**config.mk**
```make
export PLATFORM = sky130hd
export DESIGN_NAME = pwm_dbuf_chan
export DESIGN_NICKNAME = d
export VERILOG_FILES = /design/src/rtl/pwm_dbuf_pkg.sv /design/src/rtl/pwm_dbuf_regs.sv /design/src/rtl/pwm_dbuf_counter.sv /design/src/rtl/pwm_dbuf_outstage.sv /design/src/rtl/pwm_dbuf_chan.sv
export SDC_FILE = /design/constraint.sdc
export NUM_CORES = 1
export LEC_CHECK = 0
export ABC_AREA = 0
export BUFFER_PORTS_ARGS = -buffer_cell sky130_fd_sc_hd__buf_2
export CAP_MARGIN = 20
export CORE_MARGIN = 10
export CORE_UTILIZATION = 30
export DETAILED_ROUTE_END_ITERATION = 12
export PLACE_DENSITY = 0.56
export SETUP_SLACK_MARGIN = 0.02
export SLEW_MARGIN = 0
export SYNTH_ARGS = -nofsm -noshare
export SYNTH_HDL_FRONTEND = slang
export SYNTH_SLANG_ARGS = --single-unit
```
**constraint.sdc**
```tcl
create_clock -name clk -period 2.47 [get_ports clk]
set_input_delay 0.494 -clock clk [delete_from_list [all_inputs] [get_ports clk]]
set_output_delay 0.494 -clock clk [all_outputs]
set_load 0.02 [all_outputs]
```
**src/rtl/pwm_dbuf_pkg.sv**
```systemverilog
package pwm_dbuf_pkg;

    typedef enum logic [1:0] {
        ST_STOP = 2'd0,
        ST_RUN  = 2'd1,
        ST_DONE = 2'd2
    } run_state_e;

    // control field; bit order is the software-visible encoding
    typedef struct packed {
        logic auto_rl;   // bit 3
        logic invert;    // bit 2
        logic update;    // bit 1
        logic start;     // bit 0
    } ctrl_t;

    localparam int unsigned CTRL_W = $bits(ctrl_t);

    localparam logic [1:0] ADDR_PERIOD = 2'd0;
    localparam logic [1:0] ADDR_CMP    = 2'd1;
    localparam logic [1:0] ADDR_CTRL   = 2'd2;
    localparam logic [1:0] ADDR_COUNT  = 2'd3;

endpackage

```
**src/rtl/pwm_dbuf_regs.sv**
```systemverilog
module pwm_dbuf_regs
    import pwm_dbuf_pkg::*;
#(
    parameter int unsigned CNT_W   = 16,
    parameter bit          HAS_CMP = 1'b1
) (
    input  logic             clk,
    input  logic             rst_n,
    input  logic             wr_i,
    input  logic [1:0]       addr_i,
    input  logic [CNT_W-1:0] wdata_i,
    output logic [CNT_W-1:0] period_o,
    output logic [CNT_W-1:0] cmp_o,
    output ctrl_t            ctrl_o
);

    always_ff @(posedge clk or negedge rst_n) begin
        if (!rst_n) begin
            period_o <= '0;
            ctrl_o   <= '0;
        end else if (wr_i) begin
            if (addr_i == ADDR_PERIOD) period_o <= wdata_i;
            if (addr_i == ADDR_CTRL)   ctrl_o   <= ctrl_t'(wdata_i[CTRL_W-1:0]);
        end
    end

    generate
        if (HAS_CMP) begin : g_cmp
            logic [CNT_W-1:0] cmp_q;
            always_ff @(posedge clk or negedge rst_n) begin
                if (!rst_n)                           cmp_q <= '0;
                else if (wr_i && addr_i == ADDR_CMP)  cmp_q <= wdata_i;
            end
            assign cmp_o = cmp_q;
        end else begin : g_no_cmp
            assign cmp_o = '0;
        end
    endgenerate

endmodule

```
**src/rtl/pwm_dbuf_counter.sv**
```systemverilog
module pwm_dbuf_counter
    import pwm_dbuf_pkg::*;
#(
    parameter int unsigned CNT_W = 16
) (
    input  logic             clk,
    input  logic             rst_n,
    input  logic             start_i,
    input  logic             update_i,
    input  logic             auto_i,
    input  logic             tick_i,
    input  logic [CNT_W-1:0] period_i,
    input  logic [CNT_W-1:0] cmp_i,
    output logic [CNT_W-1:0] cnt_o,
    output logic [CNT_W-1:0] cmp_work_o,
    output logic             running_o,
    output logic             tc_o
);

    localparam logic [CNT_W-1:0] ONE = CNT_W'(1);

    run_state_e       st_q, st_d;
    logic [CNT_W-1:0] cnt_q, cnt_d, cmpw_q, cmpw_d;
    logic             tc_q, tc_d;

    always_ff @(posedge clk or negedge rst_n) begin
        if (!rst_n) begin
            st_q   <= ST_STOP;
            cnt_q  <= '0;
            cmpw_q <= '0;
            tc_q   <= 1'b0;
        end else begin
            st_q   <= st_d;
            cnt_q  <= cnt_d;
            cmpw_q <= cmpw_d;
            tc_q   <= tc_d;
        end
    end

    always_comb begin
        st_d   = st_q;
        cnt_d  = cnt_q;
        cmpw_d = cmpw_q;
        tc_d   = 1'b0;
        if (update_i) begin
            cnt_d  = period_i;
            cmpw_d = cmp_i;
        end
        unique case (st_q)
            ST_STOP: begin
                if (start_i) st_d = ST_RUN;
            end
            ST_RUN: begin
                if (!start_i) begin
                    st_d = ST_STOP;
                end else if (!update_i && tick_i) begin
                    if (cnt_q != '0) begin
                        cnt_d = cnt_q - ONE;
                        tc_d  = (cnt_q == ONE);
                    end else if (auto_i) begin
                        cnt_d  = period_i;
                        cmpw_d = cmp_i;
                    end else begin
                        st_d = ST_DONE;
                    end
                end
            end
            ST_DONE: begin
                if (!start_i)     st_d = ST_STOP;
                else if (update_i) st_d = ST_RUN;
            end
            default: st_d = ST_STOP;
        endcase
    end

    assign cnt_o      = cnt_q;
    assign cmp_work_o = cmpw_q;
    assign running_o  = (st_q == ST_RUN);
    assign tc_o       = tc_q;

    // a held update strobe loads the staged period on the next edge
    a_r3_update_loads: assert property (@(posedge clk) disable iff (!rst_n)
        update_i |=> (cnt_q == $past(period_i)));

    // one step down per tick while running
    a_r5_step_one: assert property (@(posedge clk) disable iff (!rst_n)
        (st_q == ST_RUN && start_i && !update_i && tick_i && cnt_q != '0)
        |=> (cnt_q == $past(cnt_q) - ONE));

    // outside RUN, without update, the count is frozen
    a_r10_halt_holds: assert property (@(posedge clk) disable iff (!rst_n)
        (st_q != ST_RUN && !update_i) |=> $stable(cnt_q));

    // terminal pulse never lasts two cycles
    a_r8_tc_single: assert property (@(posedge clk) disable iff (!rst_n)
        tc_q |=> !tc_q);

    // the finished one-shot state sits at zero
    a_r11_done_zero: assert property (@(posedge clk) disable iff (!rst_n)
        (st_q == ST_DONE) |-> (cnt_q == '0));

endmodule

```
**src/rtl/pwm_dbuf_outstage.sv**
```systemverilog
module pwm_dbuf_outstage #(
    parameter int unsigned CNT_W   = 16,
    parameter bit          HAS_OUT = 1'b1
) (
    input  logic             clk,
    input  logic             rst_n,
    input  logic             running_i,
    input  logic             invert_i,
    input  logic [CNT_W-1:0] cnt_i,
    input  logic [CNT_W-1:0] cmp_i,
    output logic             pwm_o
);

    logic active, pwm_d, pwm_q;

    assign active = running_i && (cnt_i > cmp_i);
    assign pwm_d  = HAS_OUT ? (active ^ invert_i) : 1'b0;

    always_ff @(posedge clk or negedge rst_n) begin
        if (!rst_n) pwm_q <= 1'b0;
        else        pwm_q <= pwm_d;
    end

    assign pwm_o = pwm_q;

    // a stopped channel shows the inactive level one cycle later
    a_r9_idle_level: assert property (@(posedge clk) disable iff (!rst_n)
        !running_i |=> (pwm_q == (HAS_OUT && $past(invert_i))));

endmodule

```
**src/rtl/pwm_dbuf_chan.sv**
```systemverilog
module pwm_dbuf_chan
    import pwm_dbuf_pkg::*;
#(
    parameter int unsigned CNT_W   = 16,
    parameter bit          HAS_OUT = 1'b1
) (
    input  logic             clk,
    input  logic             rst_n,
    input  logic             tick_en,
    input  logic             reg_wr,
    input  logic [1:0]       reg_addr,
    input  logic [CNT_W-1:0] reg_wdata,
    output logic [CNT_W-1:0] reg_rdata,
    output logic             pwm_out,
    output logic             tc_pulse
);

    ctrl_t            ctrl;
    logic [CNT_W-1:0] period_buf, cmp_buf, cnt_work, cmp_work;
    logic             running;

    pwm_dbuf_regs #(.CNT_W(CNT_W), .HAS_CMP(HAS_OUT)) u_regs (
        .clk(clk), .rst_n(rst_n), .wr_i(reg_wr), .addr_i(reg_addr),
        .wdata_i(reg_wdata), .period_o(period_buf), .cmp_o(cmp_buf),
        .ctrl_o(ctrl)
    );

    pwm_dbuf_counter #(.CNT_W(CNT_W)) u_counter (
        .clk(clk), .rst_n(rst_n), .start_i(ctrl.start),
        .update_i(ctrl.update), .auto_i(ctrl.auto_rl), .tick_i(tick_en),
        .period_i(period_buf), .cmp_i(cmp_buf), .cnt_o(cnt_work),
        .cmp_work_o(cmp_work), .running_o(running), .tc_o(tc_pulse)
    );

    pwm_dbuf_outstage #(.CNT_W(CNT_W), .HAS_OUT(HAS_OUT)) u_out (
        .clk(clk), .rst_n(rst_n), .running_i(running),
        .invert_i(ctrl.invert), .cnt_i(cnt_work), .cmp_i(cmp_work),
        .pwm_o(pwm_out)
    );

    always_comb begin
        unique case (reg_addr)
            ADDR_PERIOD: reg_rdata = period_buf;
            ADDR_CMP:    reg_rdata = cmp_buf;
            ADDR_CTRL:   reg_rdata = CNT_W'(ctrl);
            default:     reg_rdata = cnt_work;
        endcase
    end

endmodule

```
==> results.md <==
- Startpoint Class: flip-flop
- Final min period: roughly 2300 ps
- Number of synthesis warnings: 0
- Setup ws final: 195 ps
- Critical Path RT: 2680 ps
- RD Place Congestion: 0.926
- Final worst path period share: 0.921
- First-pass GRT wire length: 19,700 um
- CP max stage cell: or3b_2
- Post-CTS sizing: 0
- Leak: between 2 and 2.5 nW
- Slew at the pin closest to its max-slew limit: 565 ps
- Die Area: slightly below 0.02 mm^2
- Via count: 3,356
- Status: completed
- Worst setup startpoint: u_counter.cmp_work_o[14]$_DFF_PN0_
- Mapped Cells: about 400
- Register bit total from synthesis: 72
- Clk sink count: 72
- Starting Density: 0.309
- Setup tns final: 0 ps
- Ant diodes: 0
- Synthesized area: 0.00432 mm^2
- Synthesized Nets: roughly 440
- Count of port buffers added during placement: 39
- Skew-Pair Late Insertion Delay: 340 ps
- Reg-to-Reg Start: u_counter.cmp_work_o[14]$_DFF_PN0_
- Nets: 505
- Slew Viols, Final: 0
- Worst Path Arrival: around 2500 ps
- Top cell family by delay on the critical path: simple AND/OR/NAND/NOR gates
- Pwr dens: 1000 mW/mm^2
- Fraction of layout cells with a size suffix above 1: 0.341
- CTS tree: built
- Final hold slack: between 100 and 150 ps
- Max Cap Viol: 0
- Top-area cell type share of the netlist area: 0.417
- Hold crit path type: in2async
- Main synth FF type: dfrtp_1
- Critical path type: reg2reg
- Clock Tree Buf Depth: 2
- GRT Total Usage: 0.126
- Total Power: 0.00519 W
- Number of global-route vias before repair: between 3,000 and 4,000
- Maximum VDD drop: 0.000368 V
- Async SR Flop Fraction: 1.00
- Final Core Density: 0.371
- Htree depth: 3
- Most common cell after layout, fill and taps aside: dfrtp_1
- Highest clock rate: between 400 and 500 MHz
- DR DRC count: 0
- Max_slew headroom: 0.623
- DP Wirelength: 9140 um
- Post CTS Setup Buffer Count: 0
- Worst-path clk slew: 60 ps
- Cells along the critical path: inv_1, ha_1, nand4_1, nor2_1, or3_1, o41ai_1, or3b_2
- Drt first pass iters: 4
- Syn_area_per_cell: 10.8 um^2
- Layout area overhead: 20.1%
- Die H: ~140 um
- Antenna-violating nets left: 0
- Most frequent cells in the layout: dfrtp_1 (72), mux2_2 (50), buf_2 (38)
- Main area contributors after synthesis: dfrtp_1 (42%), mux2_2 (13%), mux2i_1 (6.7%), ha_1 (5.5%), o21ai_0 (2.4%)
- Ports: 40
- Global route total overflow: 0
- Setup WS pre-CTS: ~120 ps
- FF-to-FF path depth: 7
- Clock buffer count from CTS: 9
- Vias/cell: 5.17
- Capture point of the worst reg-to-reg path: u_out.pwm_o$_DFF_PN0_
- Initial antenna violation count: 0
- Flop2flop setup slack: 190 ps
- CORE AREA: 0.0140 mm^2
- CTS Hold Bufs: 0
- WL final: 12,000 um
- Seq/Total Area, Yosys: 0.417
- Die X-Extent: 140 um
- Clock Skews: 3.43 ps
- Library cells used by synthesis: 63
- Buffer and inverter count on the worst path: 1
- # rows: 43
- Largest net degree at the start of global routing: 42
- CP max FO: 4
- Count of final setup violators: 0
- CTS root buf: clkbuf_16
- Final Hold Fails: 0
- Drt wl/cell: 18.5 um
- CP peak stage delay: 470 ps
- DRT iter0 DRCs: 240
- Area leader, netlist: dfrtp_1
- EDFF count, synth: 0
- Crit end category: flip-flop
- RSZ-0062 raised after global routing: no
-- state kept, by name (all words and copies together) (netlist names) --
name,cells
u_counter.cnt_o,16
u_counter.st_q,2
u_regs.cmp_o,16
u_counter.cmp_work_o,16
u_out.pwm_o,1
u_regs.period_o,16
u_counter.tc_o,1
u_regs.ctrl_o,4
-- synth_stat cells, drive strengths merged (4+ instances only) --
master / count
dfrtp: 72
mux2: 50
mux2i: 29
nand2: 26
inv: 24
o21ai: 22
ha: 19
nor2: 19
a21oi: 15
clkbuf: 12
buf: 10
a22oi: 8
nor3: 8
a31oi: 6
nor4: 6
a211oi: 5
nand2b: 5
nand3b: 5
mux4: 4
nand3: 4
or4: 4
-- cell families (layout without fill, tap and decap cells) --
group | Yosys count | count (layout) | share of synthesized area
DFF | 72 | 72 | 0.417
AOI/OAI and AO/OA | 78 | 78 | 0.117
adders and majority gates | 19 | 19 | 0.0550
and+or+nand+nor | 98 | 98 | 0.135
xor gates and xnor gates | 5 | 5 | 0.0119
muxes | 83 | 83 | 0.218
buffers and inverters | 46 | 114 | 0.0458
-- where the power goes --
part           internal [W]  leakage (nW)  total, W  switching (W)
sequential          0.00152         0.856   0.00191       0.000391
clock              0.000700         0.136   0.00118       0.000484
combinational      0.000987          1.33   0.00209        0.00111
-- final cells by class --
class	count	area, um^2
Sequential cell	72	1800
Tap cell	180	225
Timing Repair Buffer	74	473
Fill cell	1437	8800
Multi-Input combinational cell	283	2330
Clock buffer	12	246
Inverter	24	90.1
Clock inverter	4	20.0
-- per-stage QoR --
stage | std cells | area, um^2
floorplan | 401 | 4320
global placement | 633 | 4920
detailed placement | 633 | 4920
CTS | 649 | 5180
global route | 649 | 5190
finish | 649 | 5190
-- metal layers --
metal  global-route usage  wire length [um]
met5                    0                 0
met4               0.0375               184
met3               0.0345               532
met2                0.203              5580
met1                0.160              5740
-- worst max path at each step --
stage | slack (ps) | cells past startpoint | endpoint
final | 190 | 7 | u_out.pwm_o$_DFF_PN0_
after global routing | 40 | 6 | u_out.pwm_o$_DFF_PN0_
after CTS | 110 | 6 | u_out.pwm_o$_DFF_PN0_
after detailed placement | 120 | 6 | u_out.pwm_o$_DFF_PN0_
after global placement | 250 | 6 | u_out.pwm_o$_DFF_PN0_
after floorplan | 160 | 9 | u_counter.cmp_work_o[10]$_DFF_PN0_
Note: power is estimated with default switching activity, not from simulation.
